<file path="src/rtl/cfg_load_pkg.sv">
package cfg_load_pkg;

    localparam int          DIN_W     = 16;
    localparam int          WORD_W    = 32;
    localparam logic [31:0] SYNC_WORD = 32'hAA995566;
    localparam logic [31:0] CRC_POLY  = 32'h04C11DB7;
    localparam logic [31:0] CRC_SEED  = 32'hFFFFFFFF;
    localparam logic [7:0]  WID_MARK  = 8'hBB;
    localparam logic [7:0]  WID_X8    = 8'h11;
    localparam logic [7:0]  WID_X16   = 8'h22;

    typedef enum logic [1:0] {
        BUS_X1,
        BUS_X8,
        BUS_X16
    } bus_width_e;

    typedef enum logic [3:0] {
        ST_HOLD,
        ST_WIPE,
        ST_MODE,
        ST_DETECT,
        ST_HUNT,
        ST_IDCHK,
        ST_LOAD,
        ST_CRCCHK,
        ST_RELEASE,
        ST_LOCKWAIT,
        ST_DRIVE,
        ST_DONE,
        ST_FAULT
    } cfg_state_e;

    // One 32-bit word through the CRC register, most significant bit first.
    function automatic logic [31:0] crc32_step(input logic [31:0] crc, input logic [31:0] word);
        logic [31:0] c;
        c = crc;
        for (int i = 31; i >= 0; i--) begin
            if (c[31] ^ word[i]) begin
                c = (c << 1) ^ CRC_POLY;
            end else begin
                c = c << 1;
            end
        end
        return c;
    endfunction

endpackage

</file>
<file path="src/rtl/cfg_cclk_gen.sv">
module cfg_cclk_gen #(
    parameter int DIV = 2
) (
    input  logic clk,
    input  logic rst_n,
    input  logic run,
    output logic tick
);
    localparam int CW = (DIV > 2) ? $clog2(DIV) : 1;
    localparam logic [CW-1:0] LAST = CW'(DIV - 1);

    logic [CW-1:0] cnt;

    always_ff @(posedge clk or negedge rst_n) begin
        if (!rst_n) begin
            cnt  <= '0;
            tick <= 1'b0;
        end else if (!run) begin
            cnt  <= '0;
            tick <= 1'b0;
        end else begin
            tick <= (cnt == LAST);
            cnt  <= (cnt == LAST) ? '0 : cnt + 1'b1;
        end
    end


    cclk_gap_chk: assert property (@(posedge clk) disable iff (!rst_n)
        tick |=> !tick);


    cclk_run_chk: assert property (@(posedge clk) disable iff (!rst_n)
        !run |=> !tick);

endmodule

</file>
<file path="src/rtl/cfg_word_asm.sv">
module cfg_word_asm
    import cfg_load_pkg::*;
(
    input  logic              clk,
    input  logic              rst_n,
    input  logic              flush,
    input  logic              align,
    input  logic              beat,
    input  bus_width_e        width,
    input  logic [DIN_W-1:0]  din,
    output logic [WORD_W-1:0] shreg,
    output logic              upd,
    output logic              word_vld
);
    localparam int CNT_W = $clog2(WORD_W + 1);
    localparam logic [CNT_W-1:0] FULL = CNT_W'(WORD_W);

    logic [CNT_W-1:0]  cnt;
    logic [CNT_W-1:0]  step;
    logic [CNT_W-1:0]  base;
    logic [CNT_W-1:0]  sum;
    logic [WORD_W-1:0] shifted;

    always_comb begin
        unique case (width)
            BUS_X8: begin
                step    = CNT_W'(8);
                shifted = {shreg[WORD_W-9:0], din[7:0]};
            end
            BUS_X16: begin
                step    = CNT_W'(16);
                shifted = {shreg[WORD_W-17:0], din[15:0]};
            end
            default: begin
                step    = CNT_W'(1);
                shifted = {shreg[WORD_W-2:0], din[0]};
            end
        endcase
        base = align ? '0 : cnt;
        sum  = base + step;
    end

    always_ff @(posedge clk or negedge rst_n) begin
        if (!rst_n) begin
            shreg    <= '0;
            cnt      <= '0;
            upd      <= 1'b0;
            word_vld <= 1'b0;
        end else if (flush) begin
            shreg    <= '0;
            cnt      <= '0;
            upd      <= 1'b0;
            word_vld <= 1'b0;
        end else begin
            upd      <= beat;
            word_vld <= beat && (sum == FULL);
            if (beat) begin
                shreg <= shifted;
                cnt   <= (sum == FULL) ? '0 : sum;
            end else if (align) begin
                cnt <= '0;
            end
        end
    end


    word_gap_chk: assert property (@(posedge clk) disable iff (!rst_n)
        word_vld |=> !word_vld);

endmodule

</file>
<file path="src/rtl/cfg_crc32.sv">
module cfg_crc32
    import cfg_load_pkg::*;
(
    input  logic        clk,
    input  logic        rst_n,
    input  logic        seed,
    input  logic        en,
    input  logic [31:0] word,
    output logic [31:0] crc_nxt
);
    logic [31:0] crc_q;

    assign crc_nxt = crc32_step(crc_q, word);

    always_ff @(posedge clk or negedge rst_n) begin
        if (!rst_n) begin
            crc_q <= CRC_SEED;
        end else if (seed) begin
            crc_q <= CRC_SEED;
        end else if (en) begin
            crc_q <= crc_nxt;
        end
    end

endmodule

</file>
<file path="src/rtl/cfg_load_seq.sv">
module cfg_load_seq
    import cfg_load_pkg::*;
#(
    parameter int          DEPTH   = 8,
    parameter int          CLK_DIV = 2,
    parameter logic [31:0] DEV_ID  = 32'h0A5C1E66,
    localparam int         ADDR_W  = (DEPTH > 1) ? $clog2(DEPTH) : 1
) (
    input  logic              clk,
    input  logic              por_n,
    input  logic              prog_n,
    input  logic              mode_master,
    input  logic              mode_parallel,
    input  logic              wait_lock_en,
    input  logic              clk_locked,
    input  logic [DIN_W-1:0]  din,
    input  logic              din_strobe,
    output logic              cclk_en,
    output logic              mem_we,
    output logic [ADDR_W-1:0] mem_addr,
    output logic [WORD_W-1:0] mem_wdata,
    output logic              gsr_release,
    output logic              io_enable,
    output logic              done,
    output logic              cfg_error
);
    localparam logic [ADDR_W-1:0] LAST = ADDR_W'(DEPTH - 1);

    cfg_state_e        st_q, st_d;
    logic [ADDR_W-1:0] idx_q;
    logic              mst_q;
    logic              mark_q;
    bus_width_e        bw_q;

    logic              beat;
    logic              stream_on;
    logic              asm_beat;
    logic              sync_hit;
    logic [WORD_W-1:0] shreg;
    logic              upd;
    logic              word_vld;
    logic [31:0]       crc_nxt;
    logic              crc_en;
    logic              width_code;

    assign stream_on  = (st_q == ST_DETECT) || (st_q == ST_HUNT) || (st_q == ST_IDCHK)
                     || (st_q == ST_LOAD)   || (st_q == ST_CRCCHK);
    assign beat       = mst_q ? cclk_en : din_strobe;
    assign asm_beat   = beat && stream_on && (st_q != ST_DETECT);
    assign sync_hit   = (st_q == ST_HUNT) && upd && (shreg == SYNC_WORD);
    assign crc_en     = word_vld && ((st_q == ST_IDCHK) || (st_q == ST_LOAD) || (st_q == ST_CRCCHK));
    assign width_code = (din[7:0] == WID_X8) || (din[7:0] == WID_X16);

    cfg_cclk_gen #(.DIV(CLK_DIV)) u_cclk (
        .clk   (clk),
        .rst_n (por_n),
        .run   (mst_q && stream_on),
        .tick  (cclk_en)
    );

    cfg_word_asm u_asm (
        .clk      (clk),
        .rst_n    (por_n),
        .flush    (st_q == ST_MODE),
        .align    (sync_hit),
        .beat     (asm_beat),
        .width    (bw_q),
        .din      (din),
        .shreg    (shreg),
        .upd      (upd),
        .word_vld (word_vld)
    );

    cfg_crc32 u_crc (
        .clk     (clk),
        .rst_n   (por_n),
        .seed    (sync_hit),
        .en      (crc_en),
        .word    (shreg),
        .crc_nxt (crc_nxt)
    );

    // State register and the bookkeeping that moves with it.
    always_ff @(posedge clk or negedge por_n) begin
        if (!por_n) begin
            st_q   <= ST_HOLD;
            idx_q  <= '0;
            mst_q  <= 1'b0;
            mark_q <= 1'b0;
            bw_q   <= BUS_X1;
        end else begin
            st_q <= st_d;
            unique case (st_q)
                ST_HOLD: begin
                    idx_q  <= '0;
                    mark_q <= 1'b0;
                end
                ST_WIPE: begin
                    idx_q <= (idx_q == LAST) ? '0 : idx_q + 1'b1;
                end
                ST_MODE: begin
                    mst_q <= mode_master;
                    bw_q  <= mode_parallel ? BUS_X8 : BUS_X1;
                end
                ST_DETECT: begin
                    if (beat) begin
                        mark_q <= (din[7:0] == WID_MARK);
                        if (mark_q && (din[7:0] == WID_X16)) begin
                            bw_q <= BUS_X16;
                        end
                    end
                end
                ST_LOAD: begin
                    if (word_vld) begin
                        idx_q <= idx_q + 1'b1;
                    end
                end
                default: begin
                end
            endcase
        end
    end

    // Next-state logic.
    always_comb begin
        st_d = st_q;
        unique case (st_q)
            ST_HOLD:     st_d = ST_WIPE;
            ST_WIPE:     if (idx_q == LAST) st_d = ST_MODE;
            ST_MODE:     st_d = mode_parallel ? ST_DETECT : ST_HUNT;
            ST_DETECT:   if (beat && mark_q && width_code) st_d = ST_HUNT;
            ST_HUNT:     if (sync_hit) st_d = ST_IDCHK;
            ST_IDCHK:    if (word_vld) st_d = (shreg == DEV_ID) ? ST_LOAD : ST_FAULT;
            ST_LOAD:     if (word_vld && (idx_q == LAST)) st_d = ST_CRCCHK;
            ST_CRCCHK:   if (word_vld) st_d = (crc_nxt == 32'h0) ? ST_RELEASE : ST_FAULT;
            ST_RELEASE:  st_d = wait_lock_en ? ST_LOCKWAIT : ST_DRIVE;
            ST_LOCKWAIT: if (clk_locked) st_d = ST_DRIVE;
            ST_DRIVE:    st_d = ST_DONE;
            ST_DONE:     st_d = ST_DONE;
            ST_FAULT:    st_d = ST_FAULT;
            default:     st_d = ST_HOLD;
        endcase
        if (!prog_n) begin
            st_d = ST_HOLD;
        end
    end

    // Outputs decoded from the state.
    always_comb begin
        mem_we      = 1'b0;
        mem_addr    = idx_q;
        mem_wdata   = '0;
        gsr_release = 1'b0;
        io_enable   = 1'b0;
        done        = 1'b0;
        cfg_error   = 1'b0;
        unique case (st_q)
            ST_WIPE: begin
                mem_we = 1'b1;
            end
            ST_LOAD: begin
                mem_we    = word_vld;
                mem_wdata = shreg;
            end
            ST_RELEASE, ST_LOCKWAIT: begin
                gsr_release = 1'b1;
            end
            ST_DRIVE: begin
                gsr_release = 1'b1;
                io_enable   = 1'b1;
            end
            ST_DONE: begin
                gsr_release = 1'b1;
                io_enable   = 1'b1;
                done        = 1'b1;
            end
            ST_FAULT: begin
                cfg_error = 1'b1;
            end
            default: begin
            end
        endcase
    end


    hold_on_prog_chk: assert property (@(posedge clk) disable iff (!por_n)
        !prog_n |=> (!gsr_release && !io_enable && !done && !cfg_error && !mem_we));


    io_after_gsr_chk: assert property (@(posedge clk) disable iff (!por_n)
        $rose(io_enable) |-> $past(gsr_release));


    done_after_io_chk: assert property (@(posedge clk) disable iff (!por_n)
        $rose(done) |-> $past(io_enable));


    lock_hold_chk: assert property (@(posedge clk) disable iff (!por_n)
        (st_q == ST_LOCKWAIT && !clk_locked && prog_n) |=> !io_enable);


    fault_sticky_chk: assert property (@(posedge clk) disable iff (!por_n)
        (cfg_error && prog_n) |=> (cfg_error && !done));

endmodule

</file>
<file path="config.mk">
export PLATFORM = sky130hd
export DESIGN_NAME = cfg_load_seq
export DESIGN_NICKNAME = d
export VERILOG_FILES = /design/src/rtl/cfg_load_pkg.sv /design/src/rtl/cfg_cclk_gen.sv /design/src/rtl/cfg_word_asm.sv /design/src/rtl/cfg_crc32.sv /design/src/rtl/cfg_load_seq.sv
export SDC_FILE = /design/constraint.sdc
export NUM_CORES = 1
export LEC_CHECK = 0
export BUFFER_PORTS_ARGS = -buffer_cell sky130_fd_sc_hd__buf_2
export CAP_MARGIN = 15
export CORE_MARGIN = 10
export CORE_UTILIZATION = 40
export DETAILED_ROUTE_END_ITERATION = 10
export HOLD_SLACK_MARGIN = 0.15
export SLEW_MARGIN = 20
export SYNTH_ARGS = -nofsm -noshare
export SYNTH_HDL_FRONTEND = slang
export SYNTH_SLANG_ARGS = --single-unit
</file>
<file path="constraint.sdc">
create_clock -name clk -period 6.21 [get_ports clk]
set_input_delay 1.242 -clock clk [delete_from_list [all_inputs] [get_ports clk]]
set_output_delay 1.242 -clock clk [all_outputs]
set_load 0.05 [all_outputs]
</file>
==> After elaboration in Yosys (flattened, before gate mapping) <==
Cells that the tools add are included.
{ "word_totals": {"regBits": 85, "inputBits": 24, "out_inout_bits": 41, "elab_cells": 218} }
{ "op_classes": {"add_sub_neg": 3, "n_eq_ne": 32, "n_mux": 76, "n_bitwise": 64, "n_reduce_logical": 31} }
{ "op_table": {"columns": ["cell", "n"], "rows": [
  ["$mux 27", 32],
  ["$not 14->14", 32],
  ["$mux 32", 5],
  ["$pmux 32 s2", 1],
  ["$pmux 4 s12", 1],
  ["$mux 4", 9],
  ["$eq 32x28->1 const B", 1],
  ["$eq 32x32->1 const B", 1],
  ["$logic_not 32->1", 1],
  ["$xor 1x1->1", 32],
  ["$mux 6", 4],
  ["$eq 4x4->1 const B", 5],
  ["$eq 4x3->1 const B", 4],
  ["$mux 1", 12],
  ["$mux 3", 4],
  ["$ne 3x2->1 const B", 4],
  ["$logic_and 1x1->1", 11],
  ["$pmux 5 s2", 1],
  ["$ne 3x3->1 const B", 3],
  ["$pmux 3 s3", 1],
  ["$eq 4x2->1 const B", 2],
  ["$eq 8x5->1 const B", 1],
  ["$eq 8x6->1 const B", 1],
  ["$eq 8x8->1 const B", 1],
  ["23 further kinds", 37]
]} }

==> Logic depth before layout (Yosys ltp) <==
{ "depth": {"word_depth": 69, "depth_mapped": 15, "depth_no_buf": 14} }

==> Cells and area by module <==
Synthesis repeated with hierarchy kept, for this count alone.
{ "hier_totals": {"cells_unflattened": 827, "area_unflattened_um2": 8359.3} }
{ "by_module_without_submodules": {"columns": ["mod", "n_inst", "cells_per_inst", "area_per_inst_um2", "seq_area_each_um2"], "rows": [
  ["cfg_crc32", 1, 390, 4558.1, 840.8],
  ["cfg_word_asm", 1, 258, 2354.8, 1001.0],
  ["cfg_load_seq", 1, 175, 1380.1, 275.3],
  ["cfg_cclk_gen", 1, 4, 66.3, 50.0]
]} }

==> Least setup slack after synthesis <==
Ideal clock, no wire load.
{ "synth_path": {"kind": "register to register", "start": "register u_crc.crc_q[23]", "end": "register st_q[2]", "setup_ns": 0.126, "t_arrival_ns": 4.530, "required_time_ns": 6.084, "path_slack_ns": 1.554, "stages_incl_launch_ff": 11, "n_path_buf": 0, "synth_period_minus_slack_ns": 4.656, "path_cell_list": "dfstp_2 > xor2_1 > xnor3_1 > xnor2_1 > xnor3_1 > xnor3_1 > xnor2_1 > xnor3_1 > or4_1 > or4_1 > o311a_1"} }
{ "synth_via": {"elab_chain_len": 46, "word_cells_on_any_way": 68, "classes_between": "31 x mux; 36 x bitwise; 1 x reduce/logical"} }
{ "synth_lines": {"columns": ["element", "line_no", "text"], "rows": [
  ["start: declaration", "cfg_crc32.sv:11", "logic [31:0] crc_q;"],
  ["start signal: assignment", "cfg_crc32.sv:21", "crc_q <= crc_nxt;"],
  ["$mux 27 * (2 in a row)", "cfg_load_pkg.sv:39", "if (c[31] ^ word[i]) begin"],
  ["$not 14->14 (no line)", null, null],
  ["$mux 27 *", "cfg_load_pkg.sv:39", null],
  ["$xor 1x1->1 *", "cfg_load_pkg.sv:39", null],
  ["$mux 27 *", "cfg_load_pkg.sv:39", null],
  ["$not 14->14 (no line)", null, null],
  ["$mux 27", "cfg_load_pkg.sv:39", null],
  ["$not 14->14 (no line)", null, null],
  ["[... 29 more ...]", null, null],
  ["$mux 27", "cfg_load_pkg.sv:39", null],
  ["$not 14->14 (no line)", null, null],
  ["$mux 27", "cfg_load_pkg.sv:39", null],
  ["$logic_not 32->1 *", "cfg_load_seq.sv:135", "ST_CRCCHK: if (word_vld) st_d = (crc_nxt == 32'h0) ? ST_RELEASE : ST_FAULT;"],
  ["$mux 3 *", "cfg_load_seq.sv:135", null],
  ["$mux 4 *", "cfg_load_seq.sv:135", null],
  ["$pmux 4 s12 *", "cfg_load_seq.sv:127", "unique case (st_q)"],
  ["$mux 4 *", "cfg_load_seq.sv:143", "if (!prog_n) begin"],
  ["end signal: assignment", "cfg_load_seq.sv:92", "st_q <= st_d;"],
  ["end: declaration", "cfg_load_seq.sv:29", "cfg_state_e st_q, st_d;"]
]} }
Every way passes the cells marked *; elsewhere a longest branch is shown, timed or not. The select of a mux whose other input is x is not followed.
A chain may end at the register's enable or synchronous reset.

==> Worst setup path after layout <==
Same ends and word-level chain as after synthesis.

==> out/metrics.yaml <==
grt:
  grt_pass1_wl_mm: 37.7
  grt_max_degree: 67
  gr-total-overflow: 0
  antenna_found_initial: 0
  grt_usage_pct: 18.1
  grt_pass1_vias: 6176
power_and_ir_drop:
  p_leak_nw: 4.14
  p_per_area_mw_per_mm2: 257
  report.power.total_mw: 2.34
  vdd_ir_drop_max_v: 0.000180
sta:
  rsz0062_at_grt: "no"
  holdWs_ns: 0.436
  maxSlewViolCount: 0
  finClkSkew_ns: 0.0134
  tightest_slew_ns: 1.10
  slew_headroom_pct: 26.8
  finalSetupTns_ns: 0
  finalSetupViolCount: 0
  period_needed_ns: 5.14
  fin_crit_sh_pct: 82.8
  hold_violations: 0
  setup_slack_ns: 1.07
  timing.fmax_mhz: 194
logic_synthesis:
  async_flop_share_pct: 100
  ys_ff_latch: 85
  ys.flop_type: "dfrtp_1"
  netlist_area_mm2: 0.00833
  synth-simple-area-share_pct: 15.3
  ys_top_cells_by_area: "dfrtp_1 16%, xnor2_1 15%, xnor3_1 14%"
  synth_compound_area_share_pct: 11.7
  synth-xor-area-share_pct: 42.3
  synth_enable_flop_cells: 0
  synth_top_family_by_area: "XOR/XNOR gates"
  synth_adder_area_share_pct: 1.35
  avgSynthCellArea_um2: 10.0
  syn_inst: 829
  synth_top_area_cell: "dfrtp_1"
  yosysSeqAreaShare_pct: 26.0
  muxShareOfSynthArea_pct: 0.646
  syn-num-nets: 862
  synth_cell_type_count: 62
  yosysTopAreaCellShare_pct: 15.9
  synth_warnings: 0
detailed_routing:
  dr.pass1.iters: 5
  ant_nets: 0
  wl_per_cell_um: 21.7
  vias_per_cell: 5.46
  drc: 0
  vias: 6190
  routed_wl_mm: 24.6
  drt_iter0_markers: 424
placement:
  post-dp-hpwl_mm: 18.4
  place_congestion: 0.919
  numPortBuffers: 64
  pre_cts_ws_ns: 1.11
cts:
  cts_buffer_depth: 2
  clk-insertion-delay-late_ns: 0.34
  cts_tree: "done"
  clk_pin_slew_ns: 0.07
  cts_root_buf: "clkbuf_16"
  cts_hold_buf: 0
  cts_max_level: 3
  cts_setup_buffers: 0
  cts.sink_count: 85
  cts-resized-gates: 0
  cts_buffers: 9
floorplanning:
  core_mm2: 0.0204
  die_h_um: 164
  die-area_mm2: 0.0270
  die_x_um: 164
  std_cell_rows: 52
  io_pins: 65
  initial_core_util_pct: 40.9
cells_and_area:
  area_growth_pct: 9.69
  nNetsFinal: 891
  antennaDiodeCount: 0
  num-fill-cells: 1951
  drive_gt1_share_pct: 19.2
hold_path:
  hold_end: "u_cclk.cnt"
  min_from: "u_cclk.cnt"
  hp-class: "register to register"
  min_delay_path_depth: 1
setup_path:
  slowest_delay_ns: 0.61
  worst-path-max-fanout: 6
  endpoint_kind: "register"
  cpMaxStageDelayCell: "xnor3_1"
  rr_endpoint: "st_q[2]"
  worst_r2r_startpoint: "u_crc.crc_q[23]"
  setup.worst_path.class: "register to register"
  reg2reg_slack_ns: 1.07
  cp_cell_sequence: "xor2_1, xnor3_1, xnor2_1, xnor3_1, xnor3_1, xnor2_1, xnor3_1, or4_1, or4_1, o311a_1"
  cp-start-kind: "register"
  cp_common_cell: "xnor3_1"
  worst-endpoint-arrival_ns: 5.36
  crit_required_ns: 6.43
  reg2reg_depth: 10
run:
  cap_violations: 0
status:
  outcome: "completed"
-- placed cells by master, fill, tap and decap left out, types with 7 or more instances in the layout --
master / Yosys / routed
buf_2: 1 / 63
xnor3_1: 53 / 53
xnor3_2: 9 / 9
a22oi_1: 24 / 24
buf_4: 0 / 7
nor3b_1: 9 / 8
dfrtp_1: 53 / 53
clkbuf_16: 0 / 9
and3_1: 7 / 7
xor2_1: 37 / 37
xnor2_2: 13 / 13
dfstp_2: 32 / 32
nand3_1: 40 / 40
nand2_1: 35 / 35
a21oi_1: 48 / 48
xnor2_1: 139 / 139
and2_1: 38 / 38
nor3_1: 14 / 14
nor4bb_1: 7 / 7
o21ai_0: 61 / 61
ha_1: 9 / 8
nor2_1: 57 / 57
-- worst max-delay path, delay by kind of cell, from the launching register on --
kind	cells	cell delay, ns
compound gates	1	0.30
flops	1	0.54
simple gates	2	0.95
xor+xnor	7	3.24
-- state kept, by name, indices dropped and copies added, names as in the netlist --
register and cells:
bw_q 2, st_q 4, u_crc.crc_q 32, mark_q 1, u_asm.upd 1, u_cclk.cnt 1, u_cclk.tick 1, u_asm.shreg 32
u_asm.word_vld 1, mst_q 1, mem_addr 3, u_asm.cnt 6
-- area by class of cell --
cell class / count / area (um^2) / area share (%)
Clock inverter: 4 / 51.3 / 0.561
Inverter: 7 / 26.3 / 0.288
Sequential cell: 85 / 2170 / 23.7
Multi-Input combinational cell: 685 / 5950 / 65.1
Tap cell: 270 / 338 / 3.70
Timing Repair Buffer: 70 / 368 / 4.03
Clock buffer: 12 / 236 / 2.59
-- stage by stage --
step	cell area [um^2]	utilization (%)	std cells
finish	9140	44.9	1133
global route	9140	44.9	1133
CTS	9140	44.9	1133
detailed placement	8850	43.5	1117
global placement	8850	43.5	1117
floorplan	8330	-	829
-- logic make-up after synthesis --
kind of cell,count (synthesis)
AO/OA/AOI/OAI,163
multiplexers,5
XOR/XNOR,266
adder cells (fa/ha/maj),9
flip-flops,85
AND/OR/NAND/NOR,242
buffers and inverters,59
-- worst max path at each step --
stage | from | endpoint | slack, ns
2_1_floorplan | u_crc.crc_q[23] | st_q[2] | 1.55
4_1_cts | u_crc.crc_q[23] | st_q[2] | 1.09
3_5_place_dp | u_crc.crc_q[23] | st_q[2] | 1.11
3_3_place_gp | u_crc.crc_q[23] | st_q[2] | 1.26
5_1_grt | u_crc.crc_q[23] | st_q[2] | 0.91
6_report | u_crc.crc_q[23] | st_q[2] | 1.07
-- power breakdown --
part,switching (mW),internal (mW)
registers,0.0664,0.587
clock network,0.223,0.312
logic,0.672,0.483
total,0.962,1.38
-- layer usage --
layer | wire length [um] | track usage (%) | vias to the layer above
met5 | 0 | 0 | -
met4 | 384 | 3.98 | 0
met3 | 1470 | 4.03 | 22
met2 | 11100 | 27.9 | 167
met1 | 11700 | 25.4 | 3067
li1 | - | - | 2934
-- Yosys cell counts, types with 3 or more instances --
| master | n |
|---|---|
| nor4_1 | 4 |
| xor2_1 | 37 |
| inv_1 | 6 |
| nand3_1 | 40 |
| or2_2 | 3 |
| nor2_1 | 57 |
| nor3b_1 | 9 |
| nor2b_1 | 4 |
| nor4bb_1 | 7 |
| nand2b_1 | 7 |
| xnor3_2 | 9 |
| clkbuf_1 | 46 |
| nand4_1 | 5 |
| nor3_1 | 14 |
| a21oi_1 | 48 |
| xnor2_2 | 13 |
| xnor2_1 | 139 |
| or3_1 | 3 |
| o22a_1 | 6 |
| buf_1 | 5 |
| xor2_2 | 3 |
| xnor3_1 | 53 |
| xnor2_4 | 4 |
| dfstp_2 | 32 |
| a22oi_1 | 24 |
| a22o_1 | 4 |
| nand2_1 | 35 |
| dfrtp_1 | 53 |
| ha_1 | 9 |
| and3_1 | 7 |
| o21ai_0 | 61 |
| mux2_2 | 3 |
| and2_1 | 38 |
No activity file was read; power rests on OpenSTA's default activity.
